**src/rtl/frac_div_pkg.sv**
```systemverilog
package frac_div_pkg;
  localparam int RATIO_W = 16;
  localparam int CFG_W   = 2 * RATIO_W;

  typedef struct packed {
    logic [RATIO_W-1:0] num;
    logic [RATIO_W-1:0] den;
  } ratio_t;
endpackage

```
**src/rtl/frac_div_rst_sync.sv**
```systemverilog
module frac_div_rst_sync #(
  parameter int STAGES = 2
) (
  input  logic clk,
  input  logic rst_n,
  output logic rst_sync_n
);
  logic [STAGES-1:0] sync_q;

  always_ff @(posedge clk or negedge rst_n) begin
    if (!rst_n) sync_q <= '0;
    else        sync_q <= {sync_q[STAGES-2:0], 1'b1};
  end

  assign rst_sync_n = sync_q[STAGES-1];
endmodule

```
**src/rtl/frac_div_shadow.sv**
```systemverilog
module frac_div_shadow
  import frac_div_pkg::*;
#(
  parameter logic [CFG_W-1:0] CFG_RESET = 32'h0BB8_EA60
) (
  input  logic   clk,
  input  logic   rst_n,
  input  logic   wr_en,
  input  ratio_t wr_word,
  input  logic   sel_hit,
  output ratio_t shadow,
  output ratio_t active,
  output logic   pend,
  output logic   commit,
  output logic   bad
);
  ratio_t shadow_q, shadow_d;
  ratio_t active_q, active_d;
  logic   pend_q, pend_d;
  logic   illegal;

  assign illegal = (shadow_q.num == '0) || (shadow_q.num > shadow_q.den);
  assign commit  = pend_q && sel_hit && !illegal;
  assign bad     = pend_q && illegal;

  always_comb begin
    shadow_d = shadow_q;
    active_d = active_q;
    pend_d   = pend_q;
    if (commit) begin
      active_d = shadow_q;
      pend_d   = 1'b0;
    end
    if (wr_en) begin
      shadow_d = wr_word;
      pend_d   = 1'b1;
    end
  end

  always_ff @(posedge clk or negedge rst_n) begin
    if (!rst_n) begin
      shadow_q <= ratio_t'(CFG_RESET);
      active_q <= ratio_t'(CFG_RESET);
      pend_q   <= 1'b0;
    end else begin
      shadow_q <= shadow_d;
      active_q <= active_d;
      pend_q   <= pend_d;
    end
  end

  assign shadow = shadow_q;
  assign active = active_q;
  assign pend   = pend_q;
endmodule

```
**src/rtl/frac_div_accum.sv**
```systemverilog
module frac_div_accum #(
  parameter int W = 16
) (
  input  logic         clk,
  input  logic         rst_n,
  input  logic         run,
  input  logic         hold,
  input  logic         clear,
  input  logic [W-1:0] num,
  input  logic [W-1:0] den,
  output logic         pulse
);
  logic [W-1:0] acc_q, acc_d;
  logic [W:0]   sum;
  logic [W:0]   wrapped;
  logic         fire;
  logic         pulse_q, pulse_d;

  assign sum     = {1'b0, acc_q} + {1'b0, num};
  assign fire    = sum >= {1'b0, den};
  assign wrapped = sum - {1'b0, den};

  always_comb begin
    acc_d   = acc_q;
    pulse_d = 1'b0;
    if (clear) begin
      acc_d = '0;
    end else if (run) begin
      acc_d   = fire ? wrapped[W-1:0] : sum[W-1:0];
      pulse_d = fire && !hold;
    end
  end

  always_ff @(posedge clk or negedge rst_n) begin
    if (!rst_n) begin
      acc_q   <= '0;
      pulse_q <= 1'b0;
    end else begin
      acc_q   <= acc_d;
      pulse_q <= pulse_d;
    end
  end

  assign pulse = pulse_q;
endmodule

```
**src/rtl/frac_clk_div.sv**
```systemverilog
module frac_clk_div
  import frac_div_pkg::*;
#(
  parameter int               SEL_W     = 2,
  parameter int               SEL_ID    = 1,
  parameter logic [CFG_W-1:0] CFG_RESET = 32'h0BB8_EA60
) (
  input  logic             clk,
  input  logic             rst_n,
  input  logic             wr_en,
  input  logic [CFG_W-1:0] wr_data,
  output logic [CFG_W-1:0] rd_data,
  input  logic             gate_en,
  input  logic [SEL_W-1:0] mux_sel,
  output logic             clk_en_out,
  output logic             pending,
  output logic             cfg_err
);
  localparam logic [SEL_W-1:0] SEL_MATCH = SEL_W'(SEL_ID);

  logic   rst_sync_n;
  logic   sel_hit;
  logic   commit;
  ratio_t shadow;
  ratio_t active;

  assign sel_hit = gate_en && (mux_sel == SEL_MATCH);

  frac_div_rst_sync #(.STAGES(2)) u_rst (
    .clk        (clk),
    .rst_n      (rst_n),
    .rst_sync_n (rst_sync_n)
  );

  frac_div_shadow #(.CFG_RESET(CFG_RESET)) u_shadow (
    .clk     (clk),
    .rst_n   (rst_sync_n),
    .wr_en   (wr_en),
    .wr_word (ratio_t'(wr_data)),
    .sel_hit (sel_hit),
    .shadow  (shadow),
    .active  (active),
    .pend    (pending),
    .commit  (commit),
    .bad     (cfg_err)
  );

  frac_div_accum #(.W(RATIO_W)) u_accum (
    .clk   (clk),
    .rst_n (rst_sync_n),
    .run   (gate_en),
    .hold  (cfg_err),
    .clear (commit),
    .num   (active.num),
    .den   (active.den),
    .pulse (clk_en_out)
  );

  assign rd_data = shadow;
endmodule

```
**config.mk**
```make
export PLATFORM = sky130hd
export DESIGN_NAME = frac_clk_div
export DESIGN_NICKNAME = d
export VERILOG_FILES = /design/src/rtl/frac_div_pkg.sv /design/src/rtl/frac_div_rst_sync.sv /design/src/rtl/frac_div_shadow.sv /design/src/rtl/frac_div_accum.sv /design/src/rtl/frac_clk_div.sv
export SDC_FILE = /design/constraint.sdc
export NUM_CORES = 1
export LEC_CHECK = 0
export CORE_MARGIN = 3
export CORE_UTILIZATION = 40
export DETAILED_ROUTE_END_ITERATION = 10
export PLACE_DENSITY = 0.66
export SETUP_SLACK_MARGIN = 0.15
export SLEW_MARGIN = 20
export SYNTH_ARGS = -nofsm -noshare
export SYNTH_HDL_FRONTEND = slang
export SYNTH_SLANG_ARGS = --single-unit
```
**constraint.sdc**
```tcl
create_clock -name clk -period 4.15 [get_ports clk]
set_input_delay 0.6225 -clock clk [delete_from_list [all_inputs] [get_ports clk]]
set_output_delay 0.6225 -clock clk [all_outputs]
set_load 0.03 [all_outputs]
```
---- Word level (Yosys, flattened, before mapping) ----
Index checks and enable logic that the tools add are counted.
word-level totals
  register bits after elaboration ......... 84
  bits of input ports ..................... 38
cells by class
  $add $sub $neg .......................... 2
  order comparisons ....................... 2
  equality and inequality tests ........... 1
  multiplexer cells ....................... 7
  reductions and logical operators ........ 11
operator list
  kind                count
  $mux 16             3
  $add 16x16->17      1
  $ge 17x16->1        1
  $gt 16x16->1        1
  $logic_not 16->1    1
  $sub 16x16->16      1
  $logic_and 1x1->1   5
  $mux 1              4
  $reduce_bool 2->1   2
  $eq 2x1->1 const B  1
  $logic_not 1->1     2
  $logic_or 1x1->1    1

---- Logic depth before layout (Yosys ltp) ----
  depth after elaboration ................. 7
  gate-level depth with buffers ........... 21
  depth with buffers taken out ............ 18

---- By module ----
Synthesis repeated with hierarchy kept, for this count alone.
unflattened totals
  cell total of the unflattened synthesis .. 570
  area total of the unflattened synthesis .. 5661.7 um2
modules (own cells, without submodules)
  module             instances  cells each  area an instance (um2)  seq. area each (um2)
  frac_div_shadow    1          223         3002.9                  1661.6
  frac_div_accum     1          343         2596.2                  425.4
  frac_div_rst_sync  1          3           53.8                    50.0
  frac_clk_div       1          1           8.8                     0.0

---- Least setup slack after synthesis ----
No wires, ideal clock.
  path kind ............................... register -> register
  from .................................... reg u_shadow.active_q, in the netlist u_shadow.active[23]
  to ...................................... reg u_accum.acc_q[14]
  arrival ................................. 3.735 ns
  path slack .............................. 0.275 ns
  stages on the path, launching flop included .. 20
  path buffers ............................ 2
  cell sequence ........................... dfstp_2 > ha_1 > a21o_1 > or3_4 > o211ai_1 > a21oi_1 > a211o_1 > a21oi_1 > xor2_1 > inv_1 > ha_1 > nand3_1 > nor4_1 > a21oi_1 > o21ai_1 > o21ba_2 > buf_6 > buf_12 > mux2i_1 > o22ai_2
on the way
  cells in the longest elaborated chain, start to end .. 5
  elaborated cells on any way between the ends .. 6
RTL lines
  what                                                   line                                        text
  start: declaration                                     frac_div_shadow.sv:18                       ratio_t active_q, active_d;
  start signal: assignment                               frac_div_shadow.sv:43                       active_q <= ratio_t'(CFG_RESET);
  start signal: assignment                               frac_div_shadow.sv:47                       active_q <= active_d;
  $add 16x16->17 (*)                                     frac_div_accum.sv:19                        assign sum = {1'b0, acc_q} + {1'b0, num};
  $sub 16x16->16 / $ge 17x16->1 (equally long branches)  frac_div_accum.sv:21, frac_div_accum.sv:20
  $mux 16 (*)                                            frac_div_accum.sv:29                        acc_d = fire ? wrapped[W-1:0] : sum[W-1:0];
  $mux 16 (*)                                            frac_div_accum.sv:28                        end else if (run) begin
  $mux 16 (*)                                            frac_div_accum.sv:26                        if (clear) begin
  end signal: assignment                                 frac_div_accum.sv:36                        acc_q <= '0;
  end signal: assignment                                 frac_div_accum.sv:39                        acc_q <= acc_d;
  end: declaration                                       frac_div_accum.sv:13                        logic [W-1:0] acc_q, acc_d;
Every way passes the cells marked *; elsewhere a longest branch is shown, timed or not. The select of a mux whose other input is x is not followed.
A chain may end at the register's enable or synchronous reset.

---- Worst setup path after layout ----
  from .................................... reg u_shadow.active_q, in the netlist u_shadow.active[16]
  to ...................................... reg u_accum.acc_q[15]
The elaborated chain is that of the path after synthesis.

==> out/metrics.yaml <==
grt_pass1_vias: 4327
die_h_um: 120
synth_nets: 611
syn_inst: 523
ys_seq_area_share_pct: 41.2
fin_nets: 710
synth_ff_type: "dfrtp_1"
worstReg2RegEnd: "u_accum.acc_q[15]"
die_area_um2: 14400
ys_types: 62
synth-compound-area-share_pct: 17.2
hold_viol: 0
routed_wl_um: 13400
crit_start: "u_shadow.active[16]"
gr-total-overflow: 0
htreeDepth: 3
synth_top_family_by_area: "compound AO/OA/AOI/OAI gates"
drive_above_1_share_pct: 23.4
critPathArrivalTime_ns: 4.27
synth-xor-area-share_pct: 3.55
r2r_cells: 18
r2r_start: "u_shadow.active[16]"
vias: 4258
synth.largest_area_cell: "dfrtp_1"
postCtsHoldBufs: 0
drv_cap: 0
skew_ns: 0.0119
r2r_slack_ns: 0.14
hpwl_um: 9480
gp_congestion: 0.866
finalSetupTns_ns: 0
worst_pin_slew_ns: 0.804
rsz0062_at_grt: "true"
cp_max_fo: 8
ios: 73
ys_top_cells_by_area: "dfrtp_1, dfstp_2, ha_1"
ys_ff_latch: 84
viasPerCell: 5.36
grt_use_total_pct: 18.9
worst-setup-path-type: "register to register"
end_kind: "register"
clock_path_buffers: 2
clock-root-buffer: "clkbuf_16"
grt_max_degree: 83
critPathRequiredTime_ns: 4.40
route.detailed.wl_per_inst_um: 16.8
synthMuxAreaShare_pct: 9.71
antenna_cells: 0
synth-simple-area-share_pct: 10.2
antenna_found_initial: 0
maxSlewViolCount: 0
status: "finished clean"
hold_path_class: "register to asynchronous set/reset pin"
setup_viol: 0
min_period_over_period_pct: 96.7
cts_tree: "built"
antenna_left: 0
path_clk_slew_ns: 0.07
syn_area_um2: 5180
syn2layout_area_growth_pct: 31.8
design.core.area_um2: 12300
cts_buffers: 9
max_freq_ghz: 0.249
die_x_um: 120
yosys.area.top_type_share_pct: 27.0
io_buffers: 72
grt_pass1_wl_um: 21700
clock_latency_ns: 0.34
first_pass_iters: 6
critPathLaunchType: "register"
synth_fa_ha_area_share_pct: 12.4
drc: 0
rows: 40
max_slew_margin_pct: 46.2
syn_avg_cell_area_um2: 9.91
drt_iter0_drc: 202
start_util_pct: 42.1
finalCriticalPeriod_ns: 4.01
final_util_pct: 55.5
ys_async_sr_fraction_pct: 100
clock_sinks: 84
yosys_warnings: 0
synth_edf_count: 0
## worst max-delay path by stage
stage	to	slack, ns
after global placement	u_accum.acc_q[1]	-0.003
after detailed placement	u_accum.acc_q[1]	-0.16
after CTS	u_accum.acc_q[1]	0.14
after global routing	u_accum.acc_q[12]	-0.04
final	u_accum.acc_q[15]	0.14
after floorplan	u_accum.acc_q[14]	0.28
## state kept, by name, summed over array words and instances, names as in the netlist
signal,count
u_shadow.active,32
u_shadow.shadow,32
u_accum.acc_q,16
u_rst.sync_q,2
u_accum.pulse,1
u_shadow.pend,1
## per-layer routing
| layer | routed length, µm | GRT usage [%] |
|---|---|---|
| met1 | 6160 | 25.7 |
| met2 | 6390 | 30.4 |
| met3 | 621 | 3.44 |
| met4 | 205 | 6.30 |
| met5 | 0 | 0 |
## logic make-up (layout without fill, tap and decap cells)
kind of cell             after synthesis  in the layout
flip-flops                            84             84
AND/OR/NAND/NOR                      111            111
XOR/XNOR                              21             21
other                                  1              1
AO/OA/AOI/OAI                        139            141
adder cells (fa/ha/maj)               50             50
multiplexers                          46             46
buffers and inverters                 71            173
## area by class of cell
cell class	count	area [µm²]
Fill cell	1100	5480
Multi-Input combinational cell	370	2970
Sequential cell	84	2140
Timing Repair Buffer	104	988
Clock buffer	10	229
Tap cell	168	210
Inverter	53	199
Clock inverter	6	95.1
## Yosys cell counts (4+ instances only)
cell type  count
inv_1         53
ha_1          48
o21ai_0       44
xor2_1         4
mux2_2        30
o21a_1         7
a21o_1         8
clkbuf_1      12
nand3_1       10
dfstp_2       28
a21oi_1       31
xnor2_1       17
nand2_1       46
mux2i_1       12
mux2_1         4
nand2b_1       4
dfrtp_1       56
o22ai_1       12
nor4_1         6
nor2_1        20
nor2b_1        5
nand4_1        6
## critical path: stages, from the launching register on
cell and delay, ns:
dfrtp_1 0.40, ha_2 0.20, inv_2 0.06, fa_2 0.20, and2b_1 0.19, o31a_1 0.36
o211ai_2 0.25, a21oi_2 0.10, a211oi_2 0.31, xnor2_1 0.15, ha_2 0.42, nand3_4 0.10
nor4_4 0.29, a21oi_2 0.11, o21ai_4 0.08, o21ba_4 0.22, buf_6 0.13, a31o_4 0.20
o221ai_2 0.14
## cell usage in the layout, fill, tap and decap left out, types with 4 or more instances in the layout
cell,n
dfstp_2,28
mux2_2,30
o22ai_1,12
ha_1,43
xor2_1,4
nor2b_1,5
nand2b_1,4
clkdlybuf4s50_1,72
nand2_1,46
dfrtp_1,55
buf_4,29
a21o_1,8
inv_1,51
nand4_1,6
o21a_1,7
a21oi_2,8
nor2_1,20
xnor2_1,16
a21oi_1,23
nand3_1,9
nor4_1,5
mux2i_1,11
clkbuf_16,9
o21ai_0,41
## through the flow
step	cells	cell area [µm²]	hold slack [ns]	setup WS [ns]
after CTS	781	6550	0.355	0.144
after detailed placement	762	6150	0.340	-0.158
after global placement	762	6150	0.338	-0.00280
final	795	6830	0.280	0.136
after global routing	795	6830	0.315	-0.0430
after floorplan	523	5180	0.327	0.275
## repair_timing
item | 4_1_cts | 5_1_grt
setup buffers | 1 | 13
pin swaps | 7 | 22
gates cloned | 2 | 0
endpoints found under the setup margin | 17 | 17
resized for setup | 7 | 36
Power is left out: the tool's default activity adds up to more than one toggle a clock period on the data nets, which glitch-free logic cannot reach.
